**src/rtl/rng_pkg.sv**
```systemverilog
package rng_pkg;
  localparam int POOL_W = 32;
  localparam logic [POOL_W-1:0] PRI_SEED = 32'h0000_0001;
  localparam logic [POOL_W-1:0] SEC_SEED = 32'hFFFF_FFFF;
  localparam logic [POOL_W-1:0] AUX_SEED = 32'hABCD_E971;
  localparam logic [POOL_W-1:0] PRI_TAPS = 32'h8020_0003;
  localparam logic [POOL_W-1:0] SEC_TAPS = 32'hA300_0000;
  localparam logic [POOL_W-1:0] AUX_TAPS = 32'hD000_0001;

  typedef enum logic [1:0] {ST_IDLE, ST_COLLECT, ST_MIX, ST_READY} rng_state_e;

  function automatic logic [POOL_W-1:0] bswap(input logic [POOL_W-1:0] x);
    return {x[7:0], x[15:8], x[23:16], x[31:24]};
  endfunction

  function automatic logic [POOL_W-1:0] hswap(input logic [POOL_W-1:0] x);
    return {x[15:0], x[31:16]};
  endfunction

  function automatic logic [POOL_W-1:0] rotl(input logic [POOL_W-1:0] x, input int k);
    return (x << k) | (x >> (POOL_W - k));
  endfunction
endpackage

```
**src/rtl/rng_lfsr.sv**
```systemverilog
module rng_lfsr #(
  parameter int W = 32,
  parameter logic [W-1:0] TAPS = '1,
  parameter logic [W-1:0] SEED = 1
) (
  input  logic         clk_i,
  input  logic         rst_ni,
  input  logic         step_i,
  input  logic         inj_i,
  output logic [W-1:0] q_o
);
  logic [W-1:0] q;
  logic fb;

  assign fb = (^(q & TAPS)) ^ inj_i;

  always_ff @(posedge clk_i or negedge rst_ni) begin
    if (!rst_ni) q <= SEED;
    else if (step_i) q <= {q[W-2:0], fb};
  end

  assign q_o = q;
endmodule

```
**src/rtl/rng_ctrl.sv**
```systemverilog
module rng_ctrl
  import rng_pkg::*;
#(
  parameter int SAMPLE_TARGET = 32
) (
  input  logic       clk_i,
  input  logic       rst_ni,
  input  logic       enable_i,
  input  logic       next_i,
  output logic       step_o,
  output logic       load_o,
  output rng_state_e state_o
);
  localparam int CNT_W = $clog2(SAMPLE_TARGET + 1);

  rng_state_e state_q, state_d;
  logic [CNT_W-1:0] cnt_q, cnt_d;

  always_comb begin
    state_d = state_q;
    cnt_d   = cnt_q;
    if (!enable_i) begin
      state_d = ST_IDLE;
      cnt_d   = '0;
    end else begin
      unique case (state_q)
        ST_IDLE:    state_d = ST_COLLECT;
        ST_COLLECT: begin
          if (cnt_q == CNT_W'(SAMPLE_TARGET - 1)) begin
            state_d = ST_MIX;
            cnt_d   = '0;
          end else begin
            cnt_d = cnt_q + 1'b1;
          end
        end
        ST_MIX:   state_d = ST_READY;
        ST_READY: if (next_i) state_d = ST_COLLECT;
        default:  state_d = ST_IDLE;
      endcase
    end
  end

  always_ff @(posedge clk_i or negedge rst_ni) begin
    if (!rst_ni) begin
      state_q <= ST_IDLE;
      cnt_q   <= '0;
    end else begin
      state_q <= state_d;
      cnt_q   <= cnt_d;
    end
  end

  assign step_o  = enable_i && (state_q == ST_COLLECT);
  assign load_o  = enable_i && (state_q == ST_MIX);
  assign state_o = state_q;
endmodule

```
**src/rtl/rng_mixer.sv**
```systemverilog
module rng_mixer
  import rng_pkg::*;
#(
  parameter int DATA_W = 32
) (
  input  logic [POOL_W-1:0] pri_i,
  input  logic [POOL_W-1:0] sec_i,
  input  logic [POOL_W-1:0] aux_i,
  output logic [DATA_W-1:0] word_o
);
  localparam int SLICES = DATA_W / POOL_W;

  for (genvar k = 0; k < SLICES; k++) begin : g_slice
    assign word_o[k*POOL_W +: POOL_W] = bswap(rotl(pri_i, k))
                                      ^ hswap(rotl(sec_i, k))
                                      ^ rotl(aux_i, k);
  end
endmodule

```
**src/rtl/entropy_pool_rng.sv**
```systemverilog
module entropy_pool_rng
  import rng_pkg::*;
#(
  parameter int DATA_W        = 32,
  parameter int SAMPLE_TARGET = 32,
  parameter bit USE_RAW       = 1'b1
) (
  input  logic              clk_i,
  input  logic              rst_ni,
  input  logic              enable_i,
  input  logic              next_i,
  input  logic              raw_bit_i,
  output logic              valid_o,
  output logic [DATA_W-1:0] word_o,
  output logic              low_entropy_o,
  output logic              health_fail_o
);
  logic step, load, inj;
  rng_state_e state;
  logic [POOL_W-1:0] pri, sec, aux;
  logic [DATA_W-1:0] mixed, word_q;
  logic fail_q;

  if (USE_RAW) begin : g_raw
    assign inj = raw_bit_i;
  end else begin : g_det
    assign inj = 1'b0;
  end

  rng_ctrl #(.SAMPLE_TARGET(SAMPLE_TARGET)) u_ctrl (
    .clk_i, .rst_ni, .enable_i, .next_i,
    .step_o(step), .load_o(load), .state_o(state)
  );

  rng_lfsr #(.W(POOL_W), .TAPS(PRI_TAPS), .SEED(PRI_SEED)) u_pri (
    .clk_i, .rst_ni, .step_i(step), .inj_i(inj), .q_o(pri)
  );
  rng_lfsr #(.W(POOL_W), .TAPS(SEC_TAPS), .SEED(SEC_SEED)) u_sec (
    .clk_i, .rst_ni, .step_i(step), .inj_i(inj), .q_o(sec)
  );
  rng_lfsr #(.W(POOL_W), .TAPS(AUX_TAPS), .SEED(AUX_SEED)) u_aux (
    .clk_i, .rst_ni, .step_i(step), .inj_i(1'b0), .q_o(aux)
  );

  rng_mixer #(.DATA_W(DATA_W)) u_mix (
    .pri_i(pri), .sec_i(sec), .aux_i(aux), .word_o(mixed)
  );

  always_ff @(posedge clk_i or negedge rst_ni) begin
    if (!rst_ni) begin
      word_q <= '0;
      fail_q <= 1'b0;
    end else if (load) begin
      word_q <= mixed;
      fail_q <= (mixed == '0) || (mixed == '1);
    end
  end

  assign word_o        = word_q;
  assign health_fail_o = fail_q;
  assign valid_o       = (state == ST_READY);
  assign low_entropy_o = (state == ST_COLLECT);
endmodule

```
**config.mk**
```make
export PLATFORM = sky130hd
export DESIGN_NAME = entropy_pool_rng
export DESIGN_NICKNAME = d
export VERILOG_FILES = /design/src/rtl/rng_pkg.sv /design/src/rtl/rng_lfsr.sv /design/src/rtl/rng_ctrl.sv /design/src/rtl/rng_mixer.sv /design/src/rtl/entropy_pool_rng.sv
export SDC_FILE = /design/constraint.sdc
export NUM_CORES = 1
export LEC_CHECK = 0
export ABC_AREA = 1
export BUFFER_PORTS_ARGS = -buffer_cell sky130_fd_sc_hd__buf_2
export CAP_MARGIN = 0
export CORE_MARGIN = 8
export CORE_UTILIZATION = 50
export CTS_BUF_LIST = sky130_fd_sc_hd__clkbuf_16
export CTS_CLUSTER_DIAMETER = 150
export DETAILED_ROUTE_END_ITERATION = 10
export PLACE_DENSITY_LB_ADDON = 0.1
export SLEW_MARGIN = 20
export SYNTH_ARGS = -nofsm -noshare
export SYNTH_HDL_FRONTEND = slang
export SYNTH_HIERARCHICAL = 1
export SYNTH_SLANG_ARGS = --single-unit
```
**constraint.sdc**
```tcl
create_clock -name clk_i -period 3.2 [get_ports clk_i]
set_clock_uncertainty 0.1 [all_clocks]
set_input_delay 0.64 -clock clk_i [delete_from_list [all_inputs] [get_ports clk_i]]
set_output_delay 0.64 -clock clk_i [all_outputs]
set_load 0.02 [all_outputs]
```
==> results of run 1 <==
placed cells by master, fill, tap and decap left out, types with 13 or more instances in the layout:
master     instances
buf_2             38
nand3_1           50
nor2_1            61
o21ai_0           38
o21ai_1           29
dfstp_2           52
clkbuf_16         17
nand2_1          321
inv_1            179
mux2_4            13
a21oi_1           17
dfrtp_1           85
stage by stage:
step	total power [mW]	std cells	cell area [sq um]
floorplan	5.85	924	7160
global route	9.18	1156	7950
CTS	8.53	1156	7950
global placement	6.64	1124	7430
detailed placement	6.74	1124	7430
finish	8.45	1156	7950
metal layers:
metal  vias to the layer above  share of wire (%)  global-route usage [%]
li1                       2873                  -                       -
met5                         -                  0                       0
met4                         0                1.6                    6.66
met3                        14                3.9                    3.45
met1                      2393                 52                    23.5
met2                        74                 43                    23.2
Yosys cell counts:
cell,n,area share [%]
inv_2,4,0.21
o21ai_1,29,2.0
nand4_2,1,0.17
conb_1,1,0.052
dfrtp_1,85,30
mux2_4,13,2.7
nand2_1,321,17
ha_1,4,0.70
mux2_2,7,1.1
o21ai_0,38,2.7
buf_6,10,1.6
inv_1,177,9.3
a21oi_1,17,1.2
nand4_1,3,0.26
a21oi_2,10,1.2
nor2_1,61,3.2
nand3_1,50,3.5
xor2_1,2,0.25
nand2_2,4,0.35
buf_4,4,0.42
inv_4,1,0.088
a22o_1,1,0.12
nor2_2,1,0.088
dfstp_2,52,19
nand3_2,3,0.42
clkbuf_2,1,0.070
o21ai_2,12,1.5
buf_2,8,0.56
buf_12,2,0.56
sequential cells by signal, indices dropped and copies added, names as in the netlist:
register,flops
health_fail_o,1
u_aux/q_o,32
u_ctrl/cnt_q,6
u_ctrl/state_o,2
u_pri/q_o,32
u_sec/q_o,32
word_o,32
layout make-up:
cell class / count / area (sq um) / area share, %
repair buffers: 45 / 272 / 3.42
inverters: 182 / 687 / 8.64
flip-flops and latches: 137 / 3490 / 43.9
clock buffers: 17 / 425 / 5.35
multi-input cells: 580 / 2750 / 34.6
well taps: 180 / 225 / 2.83
clock inverters: 15 / 96.3 / 1.21
power groups by stage:
stage / clock [mW] / sequential (mW) / combinational (mW)
after floorplan: 0 / 3.39 / 2.47
after global placement: 0 / 3.26 / 3.38
after detailed placement: 0 / 3.28 / 3.45
after CTS: 1.80 / 3.26 / 3.47
after global routing: 1.86 / 3.39 / 3.92
final: 1.76 / 3.25 / 3.45
cell families (layout without fill, tap and decap cells):
family | after synthesis | in the layout | share of synthesized area (%)
buffers and inverters | 207 | 259 | 12.8
and+or+nand+nor | 444 | 444 | 24.8
muxes | 20 | 20 | 3.83
xor gates and xnor gates | 2 | 2 | 0.245
other | 1 | 3 | 0.0524
adders and majority gates | 4 | 4 | 0.700
DFF | 137 | 137 | 48.9
AOI/OAI and AO/OA | 107 | 107 | 8.70
path summary, 6_finish.rpt:
kind	cells after the start	slack, ps	to	from
min in group clk_i	2	380	u_sec/q_o[1]	u_sec/q_o[1]
min reg2reg	2	380	u_sec/q_o[1]	u_sec/q_o[1]
max reg2reg	6	1160	u_pri/q_o[30]	u_ctrl/state_o[1]
min	1	130	u_pri/q_o[21]	rst_ni
max	6	1160	u_pri/q_o[30]	u_ctrl/state_o[1]
max in group asynchronous	2	2030	u_aux/q_o[16]	rst_ni
==> qor.yml, run 1 <==
clock_network:
  root_buffer: "clkbuf_16"
  tritoncts: "yes"
  path_clk_slew_ps: 60
  post_cts.repair.setup_buffers: 0
  clock-sinks: 137
  holdBufCountCts: 0
  cts.path.max_buffers: 2
  ctsResizeCount: 0
  htreeDepth: 4
  insertion_delay_ps: 420
  cts_buffers: 17
worst_setup_path:
  critPathArrivalTime_ps: 2210
  path_class: "reg -> reg"
  worst_setup_path_start_kind: "flop"
  path_cells: "inv_1 -> ha_1 -> nand2_1 -> clkinv_2 -> inv_2 -> o21ai_0"
  cp.required_ps: 3370
  cpMaxStageDelayCell: "inv_2"
  worstSetupEndpointType: "flop"
  cp_num_buf_inv: 3
  cp_top_family: "buffers and inverters"
  cp_max_fo: 31
  critPathMaxStageDelay_ps: 530
sta:
  slew_viol_final: 0
  tightest_slew_ps: 816
  rsz0062_at_grt: "no"
  worst_slack_ps: 1160
  fin_crit_ps: 2040
  setup_viol: 0
  finalSetupTns_ps: 0
  fmax_ghz: 0.491
  fin_crit_sh_pct: 63.7
  finalHoldViolations: 0
  maxSlewHeadroom_pct: 45.6
  hold_slack_ps: 132
job:
  maxCapViolations: 0
detailed_routing:
  drtIter0Drc: 377
  vias: 5354
  wirelength_um: 14200
  detail_route.vias_per_cell: 4.63
  postRouteAntennaNets: 0
  drc: 0
  drt_pass1_iterations: 5
  wire_per_inst_um: 12.3
placement:
  gp_congestion: 0.781
  hpwl_um: 9950
  dp_slack_ps: 1060
  port_buffers: 39
pwr:
  p_seq_share_pct: 38.4
  switching_share_pct: 41.8
  power.share.clock_pct: 20.8
  leakage_nw: 4.02
  p_sw_mw: 3.53
  p_int_mw: 4.92
  ir_drop_mv: 0.451
  power_density_nw_per_um2: 1060
  power.combinational.fraction_pct: 40.8
final_layout:
  utilization_pct: 57.1
  fin_nets: 972
  drive_gt1_share_pct: 18.3
  area_growth_pct: 11.2
  antenna_cells: 0
  fill_cells: 1293
floorplan:
  ioPinCount: 40
  die-area_sq_um: 18400
  die_h_um: 136
  initial_utilization_pct: 51.3
  core_sq_um: 13900
  rows: 43
  die_w_um: 136
grt:
  grt_usage_pct: 16.3
  grt_antenna_before_repair: 0
  grt_pass1_wl_um: 23700
  grt_overflow_total: 0
  grt_pass1_vias: 4788
  grt_max_degree: 73
synthesis:
  avgSynthCellArea_sq_um: 7.76
  yosysSeqAreaShare_pct: 48.9
  syn-instance-count: 922
  synth_warnings: 6
  netlist_area_sq_um: 7150
  ys_types: 29
  ys_seq_elements: 137
hold_path:
  hp-class: "in -> async"
status:
  status: "finished, final reports clean"
Note: power is estimated with default switching activity, not from simulation.
==> inputs of run 2 (changes only) <==
==> constraint.sdc (replaced) <==
create_clock -name clk_i -period 1.9 [get_ports clk_i]
set_clock_uncertainty 0.1 [all_clocks]
set_input_delay 0.38 -clock clk_i [delete_from_list [all_inputs] [get_ports clk_i]]
set_output_delay 0.38 -clock clk_i [all_outputs]
set_load 0.02 [all_outputs]
==> run 2 against run 1 <==
Hold slack improved by 110 ps; highest routed layer unchanged; die area did not move; critical endpoint is now health_fail_o; final cell count rose by 0.95%; global-route usage rose by 0.85 points; fmax rose by 17%; core utilization rose by 0.69 points; worst setup slack got worse by 1000 ps.
==> qor.yml, run 2 (synthesized netlist as in run 1, its figures left out) <==
sta:
  rsz0062_at_grt: "no"
  slew_viol_final: 0  # unchanged
  fin_crit_sh_pct: 91.6  # +28 points
  fmax_ghz: 0.575  # +17%
  fin_crit_ps: 1740  # -298 ps
  setup_viol: 0  # unchanged
  finalSetupTns_ps: 0  # unchanged
  finalHoldViolations: 0  # unchanged
detailed_routing:
  vias: 5570  # +4.0%
  postRouteAntennaNets: 0  # unchanged
  wirelength_um: 14900  # +4.5%
  drt_pass1_iterations: 4  # -1
  detail_route.vias_per_cell: 4.77  # +3.1%
  drtIter0Drc: 360  # -4.5%
  drc: 0  # unchanged
  wire_per_inst_um: 12.7  # +3.5%
placement:
  gp_congestion: 0.789  # +1.1%
  port_buffers: 39  # unchanged
  hpwl_um: 10500  # +5.8%
  dpl.cell_count: 1134  # +0.89%
worst_setup_path:
  cp.required_ps: 2140  # -1230 ps
  path_cells: "inv_1 -> nand2_1 -> nand2_1 -> nand2_1 -> nand2_1 -> nor2_1 -> nand2_1 -> nor2_2 -> nand2_1 -> nor2_2 -> nor2_1 -> nor2_1"
  cp_max_fo: 4  # -87%
  worstSetupEndpointType: "flop"
  worst_setup_path_start_kind: "flop"
  critPathArrivalTime_ps: 1980  # -230 ps
  cp_common_cell: "nand2_1"
  path_class: "reg -> reg"
  critPathMaxStageDelay_ps: 550  # +20 ps
  cpMaxStageDelayCell: "dfstp_2"
grt:
  grt_antenna_before_repair: 0  # unchanged
  grt_pass1_vias: 5076  # +6.0%
  grt_pass1_wl_um: 25100  # +6.0%
  grt_usage_pct: 17.1  # +0.85 points
  grt_overflow_total: 0  # unchanged
  met1_usage_pct: 24.1  # +0.67 points
  gr-usage-met3_pct: 3.64  # +0.19 points
  grt_max_degree: 50  # -32%
  met2_usage_pct: 25.5  # +2.3 points
  grt_most_used_layer: "met2"
floorplan:
  core_sq_um: 13900  # unchanged
  die_h_um: 136  # unchanged
  die-area_sq_um: 18400  # unchanged
  initial_utilization_pct: 51.3  # unchanged
  ioPinCount: 40  # unchanged
  rows: 43  # unchanged
  die_w_um: 136  # unchanged
final_layout:
  final_common_cell: "nand2_1"
  fin_nets: 983  # +1.1%
  area_growth_pct: 12.5
  instances_no_fill: 1167  # +0.95%
  drive_gt1_share_pct: 18.7  # +0.40 points
  final_cell_mix: "nand2_1 (321), inv_1 (184), dfrtp_1 (85)"
  utilization_pct: 57.7  # +0.69 points
  antenna_cells: 0  # unchanged
pwr:
  leakage_nw: 4.08  # +1.7%
  power_density_nw_per_um2: 1760  # +66%
  ir_drop_mv: 0.778  # +72%
clock_network:
  root_buffer: "clkbuf_16"
  cts_buffers: 17  # unchanged
  post_cts.repair.setup_buffers: 0  # unchanged
  tritoncts: "yes"
  path_clk_slew_ps: 50  # about the same
  insertion_delay_ps: 410  # about the same
  clock-sinks: 137  # unchanged
  cts.path.max_buffers: 2  # unchanged
  htreeDepth: 4  # unchanged
job:
  maxCapViolations: 0  # unchanged
hold_path:
  hp-class: "in -> reg"
status:
  status: "finished, final reports clean"
[run 2: cell count changes in the layout (fill, tap and decap cells not counted), sizes merged]
cell and delta:
clkinvlp -2, dlygate4sd3 +1, clkinv -2, bufinv -1, buf +10, inv +5
[run 2: critical path: cells and delay by family (launching register included)]
| family | cells | cell delay, ps |
|---|---|---|
| AND/OR/NAND/NOR | 11 | 1000 |
| flip-flops | 1 | 550 |
| buffers and inverters | 1 | 40 |
[run 2: stage by stage]
| stage | worst slack, ps | hold slack [ps] | area (sq um) | power, mW |
|---|---|---|---|---|
| 6_report | 159 | 238 | 8050 | 14.2 |
| 5_1_grt | 16.9 | 257 | 8050 | 15.5 |
| 4_1_cts | 73.6 | 226 | 8040 | 14.3 |
| 3_5_place_dp | 103 | 263 | 7540 | 11.4 |
| 3_3_place_gp | 147 | 259 | 7540 | 11.3 |
| 2_1_floorplan | 395 | -15.6 | 7160 | 9.86 |
[run 2: final timing paths]
check / start / to / slack [ps] / depth (start not counted)
min in group asynchronous: rst_ni / u_pri/q_o[19] / 380 / 2
setup / recovery: u_sec/q_o[19] / health_fail_o / 160 / 12
setup reg to reg: u_sec/q_o[19] / health_fail_o / 160 / 12
hold / removal: enable_i / u_ctrl/cnt_q[0] / 240 / 3
max in group asynchronous: rst_ni / u_aux/q_o[19] / 670 / 3
hold reg to reg: u_aux/q_o[0] / u_aux/q_o[0] / 380 / 2
[run 2: what timing repair did]
action                                  CTS  global route
resized for setup                         0             4
hold buffers                              1             0
endpoints found under the setup margin    0            21
endpoints found under the hold margin    29             0
[run 2: power by group]
| group | internal (mW) | switching, mW | total (mW) |
|---|---|---|---|
| Combinational | 2.17 | 3.78 | 5.94 |
| Clock | 1.59 | 1.16 | 2.75 |
| Sequential | 4.46 | 1.03 | 5.49 |
| Total | 8.22 | 5.96 | 14.2 |
[run 2: layer usage]
layer	vias to the layer above	share of wire (%)
li1	2906	-
met1	2553	51
met2	95	43
met3	16	4.4
met4	0	1.3
met5	-	0
[run 2: area by class of cell]
| cell class | instances | area, sq um |
|---|---|---|
| flip-flops and latches | 137 | 3490 |
| clock inverters | 15 | 58.8 |
| multi-input cells | 580 | 2760 |
| fillers | 1296 | 5890 |
| well taps | 180 | 225 |
| clock buffers | 17 | 425 |
| inverters | 182 | 689 |
| repair buffers | 56 | 398 |
==> inputs of run 3 (changes only) <==
--- a/config.mk
+++ b/config.mk
@@ -5,7 +5,7 @@
 export SDC_FILE = /design/constraint.sdc
 export NUM_CORES = 1
 export LEC_CHECK = 0
-export ABC_AREA = 1
+export ABC_AREA = 0
 export BUFFER_PORTS_ARGS = -buffer_cell sky130_fd_sc_hd__buf_2
 export CAP_MARGIN = 0
 export CORE_MARGIN = 8
==> run 3 against run 2 <==
The run now ends with setup timing left; critical path type unchanged; area after synthesis shrank 10%; hold slack worse by 91 ps; first-iteration DRC count is 61% lower; wire length shrank 21%; clock-buffer cell count stayed put; flip-flop and latch count is the same; sequential share of layout area grew 0.69 points; via count down 38%; non-clock buffer count is 56 higher; critical endpoint unchanged; die area is 9.2% lower; clock power grew 18%; sequential power shrank 24%.
==> qor.yml, run 3 <==
sta:
  finalSetupTns_ps: -201  # -201 ps
  slew_viol_final: 0  # unchanged
  finalHoldViolations: 0  # unchanged
  fin_crit_sh_pct: 111  # +19 points
  fin_crit_ps: 2100  # +360 ps
  fmax_ghz: 0.476  # -17%
  rsz0062_at_grt: "yes"
  hold_slack_ps: 146  # -91.4 ps
  worst_slack_ps: -201  # -360 ps
  setup_viol: 1  # +1
synthesis:
  avgSynthCellArea_sq_um: 16.5  # +110%
  ys_types: 36  # +24%
  yosysSeqAreaShare_pct: 54.5  # +5.6 points
  synth_most_common_cell: "mux2_2"
  synth_edf_count: 0  # unchanged
  synth_top_area_share_pct: 33.2  # +3.4 points
  syn-instance-count: 389  # -58%
  yosys-top-cells-area: "dfrtp_1 (33%), dfstp_2 (21%), mux2_2 (19%)"
  netlist_area_sq_um: 6410  # -10%
  synth_common_cells: "mux2_2 (106), dfrtp_1 (85), dfstp_2 (52), xor3_1 (32), mux2_1 (15)"
  synth_nets: 398
  synth_ff_type: "dfrtp_1"
  synth_warnings: 6  # unchanged
  synth_top_cell_by_area: "dfrtp_1"
  synthArstFlopShare_pct: 100  # unchanged
  ys_seq_elements: 137  # unchanged
worst_setup_path:
  path_cells: "xor3_1 -> nor4_2 -> buf_4 -> nand4_1 -> a2bb2oi_1 -> a21oi_1"
  worst_setup_path_start_kind: "flop"
  critPathArrivalTime_ps: 2340  # +360 ps
  cpMaxStageDelayCell: "dfstp_2"
  critPathMaxStageDelay_ps: 530  # -20 ps
  path_class: "reg -> reg"
  worstSetupEndpointType: "flop"
  cp_num_buf_inv: 1  # unchanged
  cp_top_family: "flip-flops"
  cp_max_fo: 2  # -2
  cp.required_ps: 2140  # about the same
detailed_routing:
  drc: 0  # unchanged
  drtIter0Drc: 139  # -61%
  drt_pass1_iterations: 4  # unchanged
  vias: 3470  # -38%
  detail_route.vias_per_cell: 5.04  # +5.7%
  wirelength_um: 11700  # -21%
  postRouteAntennaNets: 0  # unchanged
  wire_per_inst_um: 17.0  # +33%
clock_network:
  tritoncts: "yes"
  clock-sinks: 137  # unchanged
  path_clk_slew_ps: 60  # about the same
  insertion_delay_ps: 420  # about the same
  cts_buffers: 17  # unchanged
  root_buffer: "clkbuf_16"
  htreeDepth: 4  # unchanged
  cts.path.max_buffers: 2  # unchanged
final_layout:
  seq_area_sq_um: 3490  # unchanged
  final_common_cell: "mux2_2"
  fin_nets: 512  # -48%
  instances_no_fill: 688  # -41%
  multiInputGateArea_sq_um: 2790  # +1.1%
  antenna_cells: 0  # unchanged
  drive_gt1_share_pct: 61.0  # +42 points
  fill_cells: 968  # -25%
  final_cell_mix: "mux2_2 (106), dfrtp_1 (85), buf_4 (66)"
  area_growth_pct: 23.6
hold_path:
  hp-class: "in -> reg"
grt:
  grt_pass1_vias: 3854  # -24%
  grt_pass1_wl_um: 19900  # -21%
  grt_overflow_total: 0  # unchanged
  grt_antenna_before_repair: 0  # unchanged
  grt_usage_pct: 15.6  # -1.6 points
  grt_max_degree: 44  # -12%
floorplan:
  ioPinCount: 40  # unchanged
  die_w_um: 129  # -4.7%
  rows: 41  # -4.7%
  initial_utilization_pct: 51.0  # -0.31 points
  core_sq_um: 12600  # -9.8%
  die_h_um: 129  # -4.7%
  die-area_sq_um: 16700  # -9.2%
pwr:
  power.combinational.fraction_pct: 32.9  # -9.0 points
  p_sw_mw: 3.18  # -47%
  power.share.clock_pct: 29.3  # +9.9 points
  switching_share_pct: 28.7  # -13 points
  p_int_mw: 7.90  # -4.0%
  p_seq_share_pct: 37.9  # -0.8 points
  power_density_nw_per_um2: 1400  # -21%
  ir_drop_mv: 0.834  # +7.3%
  leakage_nw: 3.76  # -8.1%
status:
  status: "finished, violations left"
  violations: "setup timing"
placement:
  hpwl_um: 8240  # -22%
  port_buffers: 39  # unchanged
  dpl.cell_count: 653  # -42%
  gp_congestion: 0.785  # -0.60%
job:
  maxCapViolations: 0  # unchanged
==> run 3: cell type report <==
| class | count | area share (%) |
|---|---|---|
| clock buffers | 17 | 5.37 |
| flip-flops and latches | 137 | 44.1 |
| clock inverters | 15 | 2.02 |
| well taps | 172 | 2.72 |
| inverters | 3 | 0.142 |
| multi-input cells | 232 | 35.2 |
| repair buffers | 112 | 10.4 |
==> run 3: logic make-up after synthesis <==
group,count (synthesis),share of synthesized area [%]
flip-flops,137,54.5
multiplexers,129,23.0
XOR/XNOR,45,14.0
AND/OR/NAND/NOR,44,4.16
buffers and inverters,20,2.34
AO/OA/AOI/OAI,9,1.21
adder cells (fa/ha/maj),4,0.781
other,1,0.0585
==> run 3: final timing paths <==
kind	start	to	slack [ps]	cells past startpoint
worst max-delay path	u_sec/q_o[27]	health_fail_o	-200	6
worst min-delay path	enable_i	u_ctrl/state_o[0]	150	2
worst max register to register	u_sec/q_o[27]	health_fail_o	-200	6
worst min register to register	word_o[4]	word_o[4]	400	1
max in group asynchronous	rst_ni	u_aux/q_o[29]	710	3
min in group asynchronous	rst_ni	u_aux/q_o[9]	360	2
==> run 3: worst reg2reg max path, cell delays in order (launching register included) <==
cell and delay (ps):
dfstp_2 530, xor3_1 430, nor4_2 310, buf_4 160, nand4_1 170, a2bb2oi_1 190
a21oi_1 140
==> run 3: routing by layer <==
metal	share of wire [%]	vias up	track usage, %
li1	-	1633	-
met3	4.1	12	5.30
met4	0.99	0	4.98
met5	0	-	0
met2	47	44	24.0
met1	47	1781	20.3
==> run 3: power groups by stage <==
stage / combinational (mW) / clock, mW / sequential (mW)
after floorplan: 1.88 / 0 / 4.46
after global routing: 3.92 / 3.46 / 4.30
final: 3.64 / 3.24 / 4.19
after CTS: 3.67 / 3.33 / 4.20
after global placement: 3.57 / 0 / 4.21
after detailed placement: 3.62 / 0 / 4.24
==> run 3: what timing repair did <==
action / 4_1_cts / 5_1_grt
pin swaps: 4 / 2
cloned: 0 / 0
gates resized for setup: 2 / 1
buffers inserted: 2 / 0
hold buffers: 1 / 0
endpoints found under the setup margin: 1 / 1
endpoints found under the hold margin: 20 / 0
==> run 3: metrics by stage <==
step                      worst slack (ps)  util, %  instance area (sq um)  power [mW]
after floorplan                      -30.7        -                   6410        6.34
after global placement                -264     58.0                   7290        7.79
after global routing                  -268     63.0                   7920        11.7
final                                 -201     63.0                   7920        11.1
after detailed placement              -286     58.0                   7290        7.86
after CTS                             -265     63.0                   7910        11.2
